===== src/rtl/loc_pkg.sv =====
package loc_pkg;
  localparam int ACT_W = 4;
  localparam int ACT_REQ = 0;
  localparam int ACT_REL = 1;
  localparam int ACT_SEIZE = 2;
  localparam int ACT_RESEST = 3;
  localparam int LVL_FIELD_W = 3;

  function automatic logic [7:0] pack_state(input logic vld, input logic [LVL_FIELD_W-1:0] lvl,
                                            input logic asg, input logic est);
    return {vld, 2'b00, asg ? lvl : {LVL_FIELD_W{1'b0}}, asg, est};
  endfunction
endpackage


===== src/rtl/loc_pick.sv =====
module loc_pick #(
  parameter int N = 5,
  localparam int LW = (N > 1) ? $clog2(N) : 1
) (
  input  logic [N-1:0]  req,
  output logic          any,
  output logic [LW-1:0] idx
);
  logic [N-1:0] above;
  logic [N-1:0] win;

  assign above[N-1] = 1'b0;
  genvar gi;
  generate
    for (gi = N - 2; gi >= 0; gi--) begin : g_above
      assign above[gi] = above[gi+1] | req[gi+1];
    end
    for (gi = 0; gi < N; gi++) begin : g_win
      assign win[gi] = req[gi] & ~above[gi];
    end
  endgenerate

  always_comb begin
    idx = '0;
    for (int i = 0; i < N; i++) begin
      if (win[i]) idx = LW'(i);
    end
  end
  assign any = |req;
endmodule


===== src/rtl/loc_seize_track.sv =====
module loc_seize_track #(
  parameter int N = 5,
  localparam int LW = (N > 1) ? $clog2(N) : 1
) (
  input  logic          clk,
  input  logic          rst_n,
  input  logic          set_en,
  input  logic [LW-1:0] set_lvl,
  input  logic          clr_en,
  input  logic [LW-1:0] clr_lvl,
  output logic [N-1:0]  seized
);
  genvar gk;
  generate
    for (gk = 0; gk < N; gk++) begin : g_flag
      always_ff @(posedge clk or negedge rst_n) begin
        if (!rst_n) seized[gk] <= 1'b0;
        else if (set_en && set_lvl == LW'(gk)) seized[gk] <= 1'b1;
        else if (clr_en && clr_lvl == LW'(gk)) seized[gk] <= 1'b0;
      end
    end
  endgenerate
endmodule


===== src/rtl/loc_estab.sv =====
module loc_estab #(
  parameter int LW = 3,
  parameter int PRIV_MIN = 3,
  parameter bit INIT = 1'b1
) (
  input  logic          clk,
  input  logic          rst_n,
  input  logic          hit,
  input  logic [LW-1:0] lvl,
  output logic          est,
  output logic          clr_ev
);
  assign clr_ev = hit && (int'(lvl) >= PRIV_MIN);

  always_ff @(posedge clk or negedge rst_n) begin
    if (!rst_n) est <= INIT;
    else if (clr_ev) est <= 1'b0;
  end
endmodule


===== src/rtl/loc_arbiter.sv =====
module loc_arbiter #(
  parameter int N_LVL = 5,
  parameter int EST_MIN = 3,
  parameter bit EST_INIT = 1'b1,
  localparam int LW = (N_LVL > 1) ? $clog2(N_LVL) : 1
) (
  input  logic                   clk,
  input  logic                   rst_n,
  input  logic                   wr_en,
  input  logic [LW-1:0]          wr_lvl,
  input  logic [loc_pkg::ACT_W-1:0] wr_act,
  output logic [7:0]             state_byte,
  output logic [2*N_LVL-1:0]     loc_status
);
  import loc_pkg::*;

  logic             valid_q;
  logic             own_vld_q;
  logic [LW-1:0]    own_q;
  logic [N_LVL-1:0] pend_q;
  logic [N_LVL-1:0] seized;
  logic             est;

  // internal events, named for the checker
  logic          wr_ok;
  logic          pend_any;
  logic [LW-1:0] pick_idx;
  logic          ev_grant;
  logic          ev_seize;
  logic          ev_release;
  logic          ev_est_clr;
  logic          is_owner_w;
  logic          req_set;

  function automatic logic [N_LVL-1:0] lvl_bit(input logic en, input logic [LW-1:0] l);
    logic [N_LVL-1:0] r;
    r = '0;
    for (int i = 0; i < N_LVL; i++) begin
      if (en && l == LW'(i)) r[i] = 1'b1;
    end
    return r;
  endfunction

  loc_pick #(.N(N_LVL)) u_pick (
    .req(pend_q), .any(pend_any), .idx(pick_idx)
  );

  assign wr_ok      = wr_en && (int'(wr_lvl) < N_LVL);
  assign is_owner_w = own_vld_q && (own_q == wr_lvl);
  assign ev_grant   = !own_vld_q && pend_any;
  assign ev_release = wr_ok && wr_act[ACT_REL] && is_owner_w;
  assign ev_seize   = wr_ok && wr_act[ACT_SEIZE] && own_vld_q && (wr_lvl > own_q);
  assign req_set    = wr_ok && wr_act[ACT_REQ] && !is_owner_w && !ev_seize &&
                      !(ev_grant && pick_idx == wr_lvl);

  always_ff @(posedge clk or negedge rst_n) begin
    if (!rst_n) begin
      valid_q   <= 1'b0;
      own_vld_q <= 1'b0;
      own_q     <= '0;
      pend_q    <= '0;
    end else begin
      valid_q <= 1'b1;
      pend_q  <= (pend_q | lvl_bit(req_set, wr_lvl)) &
                 ~lvl_bit(ev_grant, pick_idx) & ~lvl_bit(ev_seize, wr_lvl);
      if (ev_seize) begin
        own_vld_q <= 1'b1;
        own_q     <= wr_lvl;
      end else if (ev_grant) begin
        own_vld_q <= 1'b1;
        own_q     <= pick_idx;
      end else if (ev_release) begin
        own_vld_q <= 1'b0;
      end
    end
  end

  loc_seize_track #(.N(N_LVL)) u_seized (
    .clk(clk), .rst_n(rst_n),
    .set_en(ev_seize), .set_lvl(own_q),
    .clr_en(wr_ok && wr_act[ACT_REQ]), .clr_lvl(wr_lvl),
    .seized(seized)
  );

  loc_estab #(.LW(LW), .PRIV_MIN(EST_MIN), .INIT(EST_INIT)) u_estab (
    .clk(clk), .rst_n(rst_n),
    .hit(wr_ok && wr_act[ACT_RESEST]), .lvl(wr_lvl),
    .est(est), .clr_ev(ev_est_clr)
  );

  assign state_byte = pack_state(valid_q, LVL_FIELD_W'(own_q), own_vld_q, est);

  genvar gk;
  generate
    for (gk = 0; gk < N_LVL; gk++) begin : g_stat
      assign loc_status[2*gk]   = own_vld_q && (own_q == LW'(gk));
      assign loc_status[2*gk+1] = seized[gk];
    end
  endgenerate
endmodule


===== config.mk =====
export PLATFORM = sky130hd
export DESIGN_NAME = loc_arbiter
export DESIGN_NICKNAME = d
export VERILOG_FILES = /design/src/rtl/loc_pkg.sv /design/src/rtl/loc_pick.sv /design/src/rtl/loc_seize_track.sv /design/src/rtl/loc_estab.sv /design/src/rtl/loc_arbiter.sv
export SDC_FILE = /design/constraint.sdc
export NUM_CORES = 1
export LEC_CHECK = 0
export BUFFER_PORTS_ARGS = -buffer_cell sky130_fd_sc_hd__buf_2
export CAP_MARGIN = 20
export CORE_ASPECT_RATIO = 1.4
export CORE_MARGIN = 2
export CORE_UTILIZATION = 57
export DETAILED_ROUTE_END_ITERATION = 16
export HOLD_SLACK_MARGIN = 0.12
export PLACE_DENSITY_LB_ADDON = 0.1
export SYNTH_ARGS = -nofsm -noshare
export SYNTH_HDL_FRONTEND = slang
export SYNTH_HIERARCHICAL = 1
export SYNTH_SLANG_ARGS = --single-unit

===== constraint.sdc =====
create_clock -name clk -period 2.9 [get_ports clk]
set_input_delay 0.29 -clock clk [delete_from_list [all_inputs] [get_ports clk]]
set_output_delay 0.29 -clock clk [all_outputs]
set_load 0.05 [all_outputs]

# Word level (Yosys, flattened, before mapping)

Index checks and enable logic that the tools add are counted.

Logic and storage cells: 135
Bits in registers: 16

Multiplexer cells: 35
Eq/ne operators: 14
Bitwise logic cells: 13
$lt $le $gt $ge: 3
Reductions and logical operators: 60

Operators with widths:

| operator           | number |
|---|---|
| $logic_and 1x1->1  | 45 |
| $mux 1             | 29 |
| $eq 3x2->1 const B | 6 |
| $mux 3             | 6 |
| $reduce_bool 2->1  | 6 |
| $and 5x5->5        | 2 |
| $not 5->5          | 2 |
| $eq 3x1->1 const B | 3 |
| $eq 3x3->1 const B | 3 |
| $logic_not 3->1    | 3 |
| $eq 3x3->1         | 2 |
| $or 5x5->5         | 1 |
| $reduce_or 5->1    | 1 |
| $logic_not 1->1    | 4 |
| $and 1x1->1        | 3 |
| $ge 3x2->1 const B | 1 |
| $gt 3x3->1         | 1 |
| $lt 3x3->1 const B | 1 |
| $not 1->1          | 3 |
| $reduce_bool 3->1  | 1 |
| $or 1x1->1         | 2 |

# Logic depth before layout (Yosys ltp)

Gate-level depths: netlist of run 1.

Word-level depth: 17
Mapped depth: 8

# Hierarchy

Netlist of run 1, hierarchy kept.

Modules (own cells, without submodules):

| module          | cells an instance | sequential area each (um2) | area an instance (um2) | times used |
|---|---|---|---|---|
| loc_arbiter     | 97                | 250.2                      | 877.1                  | 1 |
| loc_seize_track | 20                | 125.1                      | 250.2                  | 1 |
| loc_estab       | 5                 | 26.3                       | 50.0                   | 1 |
| loc_pick        | 8                 | 0.0                        | 42.5                   | 1 |

# Least setup slack after synthesis of run 1

OpenSTA, ideal clock, no wires.

Kind: reg-to-output
From: register own_q[0]
To: output port loc_status[0]
Path buffers: 0
Required time: 2.610 ns
Arrival time: 1.652 ns
Stages on the path, launching flop included: 3
Setup slack: 0.958 ns
Path through: dfrtp_1 nand2b_1 nor3_1

Longest elaborated chain between the ends: 2

RTL lines:

| what                   | RTL line          | text |
|---|---|---|
| start, declared        | loc_arbiter.sv:19 | `logic [LW-1:0] own_q;` |
| start signal, assigned | loc_arbiter.sv:68 | `own_q <= wr_lvl;` |
| start signal, assigned | loc_arbiter.sv:71 | `own_q <= pick_idx;` |
| $logic_not 3->1        | loc_arbiter.sv:96 | `assign loc_status[2*gk] = own_vld_q && (own_q == LW'(gk));` |
| $logic_and 1x1->1      | loc_arbiter.sv:96 |  |
| end, declared          | loc_arbiter.sv:13 | `output logic [2*N_LVL-1:0] loc_status` |

No other way between the ends.

# Worst setup path in the final report of run 1

From: register own_q[1]
To: register u_seized.seized[3]

Longest elaborated chain between the ends: 4

RTL lines:

| what                                        | RTL line              | text |
|---|---|---|
| $gt 3x3->1 *                                | loc_arbiter.sv:52     | `assign ev_seize = wr_ok && wr_act[ACT_SEIZE] && own_vld_q && (wr_lvl > own_q);` |
| $logic_and 1x1->1 *                         | loc_arbiter.sv:52     |  |
| via ev_seize                                | loc_arbiter.sv:29     | `logic ev_seize;` |
| $logic_and 1x1->1 *                         | loc_seize_track.sv:18 | `else if (set_en && set_lvl == LW'(gk)) seized[gk] <= 1'b1;` |
| $mux 1 or $reduce_bool 2->1 (tied branches) | --                    |  |
| end signal, assigned by index               | loc_seize_track.sv:17 | `if (!rst_n) seized[gk] <= 1'b0;` |
| end signal, assigned by index               | loc_seize_track.sv:18 |  |
| end signal, assigned by index               | loc_seize_track.sv:19 | `else if (clr_en && clr_lvl == LW'(gk)) seized[gk] <= 1'b0;` |
| end, declared                               | loc_seize_track.sv:11 | `output logic [N-1:0] seized` |

Mark *: on every way through the listed nets, which the timed path passes. The rest lies on a longest branch.
A chain may end at the register's enable or synchronous reset.

==> metrics.cfg, run 1 <==
[clocking]
cts_sinks = 16
clkTransAtPathRegs_ns = 0.11
cts_tree = done
clockBufferDepth = 2
h-tree-depth = 1
numCtsBuffers = 3
cts_resized = 0
post-cts-setup-buffers = 0
clock-root-buffer = clkbuf_4
clock_latency_ns = 0.30
holdBufCountCts = 1

[global_route]
antenna_found_initial = 0
grt_pass1_wl_um = 4280
grtUsageTotal_pct = 22.8
grt_max_degree = 17
grt_pass1_vias = 950
overflow = 0

[power_and_ir_drop]
vdd_drop_max_mv = 0.685
power.total_w = 0.00129
pwr_density_cell_nw_per_um2 = 962
p_leak_nw = 0.616

[finish]
finalNonFillerCells = 172
area_growth_pct = 10.4
nets = 165
fin_util_pct = 67.2
drive_gt1_share_pct = 31.1
diodes = 0

[routing]
first_pass_iters = 4
wl_per_cell_um = 15.5
initialDrtViolationCount = 31
vias_per_cell = 6.10
vias = 1050
wl_met3_um = 162
routed_wl_um = 2670
drc = 0
ant_nets = 0
drt-met1-wl_um = 1040
routed-wl-met2_um = 1370
highest_layer = met4

[floorplan]
io_pins = 28
initial_utilization_pct = 60.9
fp-row-count = 19
core_um2 = 2000
die_x_um = 43.0
die_y_um = 58.7
die_area_um2 = 2520

[sta]
relSlewSlack_pct = 66.7
tns_ns = 0
clock.fmax_mhz = 485
finalSetupViolCount = 0
finalCritPeriodShare_pct = 71.1
tightestPinTransition_ns = 0.498
slew_viol_final = 0
hold_violations = 0
finClkSkew_ns = 0.00980
fin_crit_ns = 2.06
rsz0062_at_grt = false
holdWs_ns = 0.289

[critical_path]
cp_slowest_cell = dfrtp_1
reg2reg_depth = 8
cpPeakStageDelay_ns = 0.53
r2r_slack_ns = 0.84
reg2reg_to = u_seized/seized[3]
worst_ep_arrival_time_ns = 2.26
start_kind = register
path_class = register to register
crit_family = simple AND/OR/NAND/NOR gates
r2r_start = own_q[1]
path_max_fanout = 10
cp_cell_sequence = inv_1 -> ha_1 -> nand3_1 -> and3_1 -> nand3_2 -> inv_1 -> nor2b_1 -> a32o_1
required_ns = 3.10
crit_path_end_kind = register
crit_top_cell = inv_1
cp_num_buf_inv = 2

[worst_hold_path]
min_from = wr_act[1]
min_path_cells = 4
hold_class = primary input to register
min_to = own_vld_q

[synth]
netlist_instances = 129
syn_area_per_cell_um2 = 9.43
netlist_area_um2 = 1220
ys_warn_count = 6

[placement]
dp.cells = 167
port_buffers = 25
gp_congestion = 0.909
dp_hpwl_um = 2040

[flow_run]
cap_violations = 0

[outcome]
status = complete, no violations

## report_power, final
part,switching [W],internal (W),leakage [nW]
Combinational,0.000550,0.000220,0.396
Sequential,0.0000808,0.000286,0.200
Clock,0.0000774,0.0000765,0.0210
Total,0.000708,0.000583,0.616
## worst max-delay path by stage
stage               slack [ns]                  to       from  cells past startpoint
finish                    0.84  u_seized/seized[3]   own_q[1]                      8
global route              0.66  u_seized/seized[3]   own_q[1]                      8
CTS                       0.83  u_seized/seized[3]   own_q[1]                      8
detailed placement        0.82  u_seized/seized[3]  wr_lvl[0]                      9
global placement          0.91  u_seized/seized[2]  wr_lvl[0]                      9
floorplan                 0.96       loc_status[0]   own_q[0]                      2
## layout by cell type, fill, tap and decap left out, types with 3 or more instances in the layout
master,instances
nand2b_1,3
xnor2_1,3
ha_1,3
o21ai_0,4
a32o_1,4
clkbuf_4,3
nand2_1,7
conb_1,3
nor3_1,6
a221oi_2,3
dfrtp_1,15
inv_1,14
and3_1,5
buf_2,25
nand4bb_1,3
nor2_1,8
## state kept, by name, summed over array words and instances, names as in the netlist
register         cells
own_q                3
u_estab/est          1
valid_q              1
u_seized/seized      5
own_vld_q            1
pend_q               5
## final cells by class
type / instances / area (um2)
clock buffer: 4 / 36.3
fill: 174 / 654
inverter: 14 / 52.6
multi-input combinational: 91 / 691
sequential: 16 / 402
tap: 21 / 26.3
timing repair buffer: 26 / 135
## tightest hold or removal path: stages
cell     delay (ns)
buf_2          0.07
nand2_1        0.04
nor2_1         0.07
a21oi_1        0.07
## routing by layer
metal  GRT usage, %  vias to the layer above
met5              0                        -
met4           12.1                        0
met3           4.60                       12
met2           40.5                       43
met1           25.3                      496
li1               -                      499
## stage by stage
stage | instance area, um2 | setup slack, ns
4_1_cts | 1340 | 0.834
6_report | 1340 | 0.837
5_1_grt | 1340 | 0.660
2_1_floorplan | 1220 | 0.958
3_3_place_gp | 1300 | 0.908
3_5_place_dp | 1300 | 0.821
(Power assumes the default switching activity.)
==> inputs of run 2 (changes only) <==
--- a/config.mk
+++ b/config.mk
@@ -9,7 +9,7 @@
 export CAP_MARGIN = 20
 export CORE_ASPECT_RATIO = 1.4
 export CORE_MARGIN = 2
-export CORE_UTILIZATION = 57
+export CORE_UTILIZATION = 53
 export DETAILED_ROUTE_END_ITERATION = 16
 export HOLD_SLACK_MARGIN = 0.12
 export PLACE_DENSITY_LB_ADDON = 0.1
==> constraint.sdc (replaced) <==
create_clock -name clk -period 1.94 [get_ports clk]
set_input_delay 0.194 -clock clk [delete_from_list [all_inputs] [get_ports clk]]
set_output_delay 0.194 -clock clk [all_outputs]
set_load 0.05 [all_outputs]
==> run 2 against run 1 <==
Routed wire length grew 3.3%. Worst hold slack lost 0.10 ns. Non-clock buffer count increased by 8. Die area is 6.9% higher. Clock-buffer cell count did not move. Sequential cell count did not move. Sequential power increased by 34%. Combinational power increased by 66%. First-iteration DRC count up 52%. Fmax grew 13%. Power is 55% higher.
==> metrics.cfg, run 2 (synthesis gave the netlist of run 1 again) <==
[outcome]
status = complete, no violations

[critical_path]
worst_ep_arrival_time_ns = 2.02
r2r_slack_ns = 0.12
required_ns = 2.14
crit_top_cell = inv_1
path_max_fanout = 4
cpPeakStageDelay_ns = 0.37
cp_cell_sequence = inv_1 -> ha_1 -> nand3_1 -> and3_1 -> nand3_2 -> inv_1 -> nor2b_2 -> a32o_1
start_kind = register
path_class = register to register
cp_slowest_cell = dfrtp_1
crit_path_end_kind = register

[global_route]
grt_pass1_wl_um = 4690
grt_pass1_vias = 1025
grt_max_degree = 17
grtUsageTotal_pct = 23.7
antenna_found_initial = 0
overflow = 0

[floorplan]
die_x_um = 44.5
io_pins = 28
fp-row-count = 20
die_y_um = 60.7
initial_utilization_pct = 55.9
core_um2 = 2180
die_area_um2 = 2700

[sta]
finalSetupViolCount = 0
clock.fmax_mhz = 549
slew_viol_final = 0
tns_ns = 0
hold_violations = 0
setup_slack_ns = 0.120
holdWs_ns = 0.188
fin_crit_ns = 1.82
finalCritPeriodShare_pct = 93.8
finClkSkew_ns = 0.00485

[placement]
gp_congestion = 0.886
dp_hpwl_um = 2110
dp.cells = 176
port_buffers = 25
post-place-ws_ns = 0.123

[power_and_ir_drop]
vdd_drop_max_mv = 0.765
pwr_density_cell_nw_per_um2 = 1420
clkPwrFrac_pct = 11.7
power_switching_w = 0.00108
intPower_w = 0.000929
p_sw_share_pct = 53.7
power_frac_seq_pct = 24.6
p_comb_share_pct = 63.7
p_leak_nw = 0.656

[clocking]
clock-root-buffer = clkbuf_4
cts_tree = done
clock_latency_ns = 0.30
h-tree-depth = 1
numCtsBuffers = 3
cts_sinks = 16
clockBufferDepth = 2
clkTransAtPathRegs_ns = 0.11

[routing]
ant_nets = 0
wl_per_cell_um = 15.2
vias = 1049
drc = 0
initialDrtViolationCount = 47
first_pass_iters = 6
vias_per_cell = 5.80
routed_wl_um = 2760

[worst_hold_path]
hold_class = primary input to register

[finish]
final_cell_mix = buf_2, dfrtp_1, inv_1
drive_gt1_share_pct = 35.8
top_regs = pend_q x5, u_seized/seized x5, own_q x3
diodes = 0
finalNonFillerCells = 181
final_common_cell = buf_2
fin_util_pct = 64.8
area_growth_pct = 15.9
nets = 173

[flow_run]
cap_violations = 0

[run 2: cell types whose count changed in the layout (fill, tap and decap cells not counted)]
| cell | before | now |
|---|---|---|
| a21oi_1 | 2 | 1 |
| a21oi_2 | 2 | 3 |
| buf_4 | 0 | 8 |
| nor2b_1 | 2 | 1 |
| nor2b_2 | 0 | 1 |
[run 2: per-stage QoR]
step                total power (W)  cell area, um2
floorplan                   0.00147            1220
global placement            0.00175            1360
detailed placement          0.00177            1360
CTS                         0.00200            1400
global route                0.00214            1410
finish                      0.00201            1410
[run 2: repair_timing]
item / CTS / global route
setup buffers: 0 / 0
endpoints found under the hold margin: 16 / 0
endpoints found under the setup margin: 0 / 3
hold buffers: 1 / 0
resized for setup: 0 / 2
[run 2: final cells by class]
| type | instances | area (um2) |
|---|---|---|
| clock buffers | 4 | 36.3 |
| fillers | 175 | 767 |
| inverters | 14 | 52.6 |
| multi-input cells | 91 | 697 |
| flip-flops and latches | 16 | 402 |
| well taps | 22 | 27.5 |
| repair buffers | 34 | 195 |
[run 2: worst paths after layout]
kind | cells past startpoint | startpoint | end
setup reg to reg | 8 | own_q[2] | u_seized/seized[3]
min in group asynchronous | 2 | rst_n | u_seized/seized[1]
max in group asynchronous | 2 | rst_n | u_estab/est
hold reg to reg | 1 | u_estab/est | u_estab/est
hold / removal | 4 | wr_act[1] | own_vld_q
setup / recovery | 8 | own_q[2] | u_seized/seized[3]
[run 2: layer usage]
metal,global-route usage (%),share of wire (%)
met2,40.0,54
met5,0,0
met4,14.7,1.2
met1,27.9,42
met3,2.98,2.6
[run 2: power by group through the flow]
| stage | registers [W] | clock network (W) | logic [W] |
|---|---|---|---|
| after detailed placement | 0.000500 | 0 | 0.00127 |
| after global placement | 0.000496 | 0 | 0.00125 |
| after CTS | 0.000492 | 0.000235 | 0.00127 |
| after floorplan | 0.000677 | 0 | 0.000792 |
| final | 0.000493 | 0.000235 | 0.00128 |
| after global routing | 0.000501 | 0.000255 | 0.00139 |
[run 2: worst max-delay path: cells and delay by family (launching register included)]
| kind | cells | cell delay [ns] |
|---|---|---|
| AO/OA/AOI/OAI | 1 | 0.25 |
| adder cells (fa/ha/maj) | 1 | 0.35 |
| buffers and inverters | 2 | 0.16 |
| AND/OR/NAND/NOR | 4 | 0.61 |
| flip-flops | 1 | 0.37 |
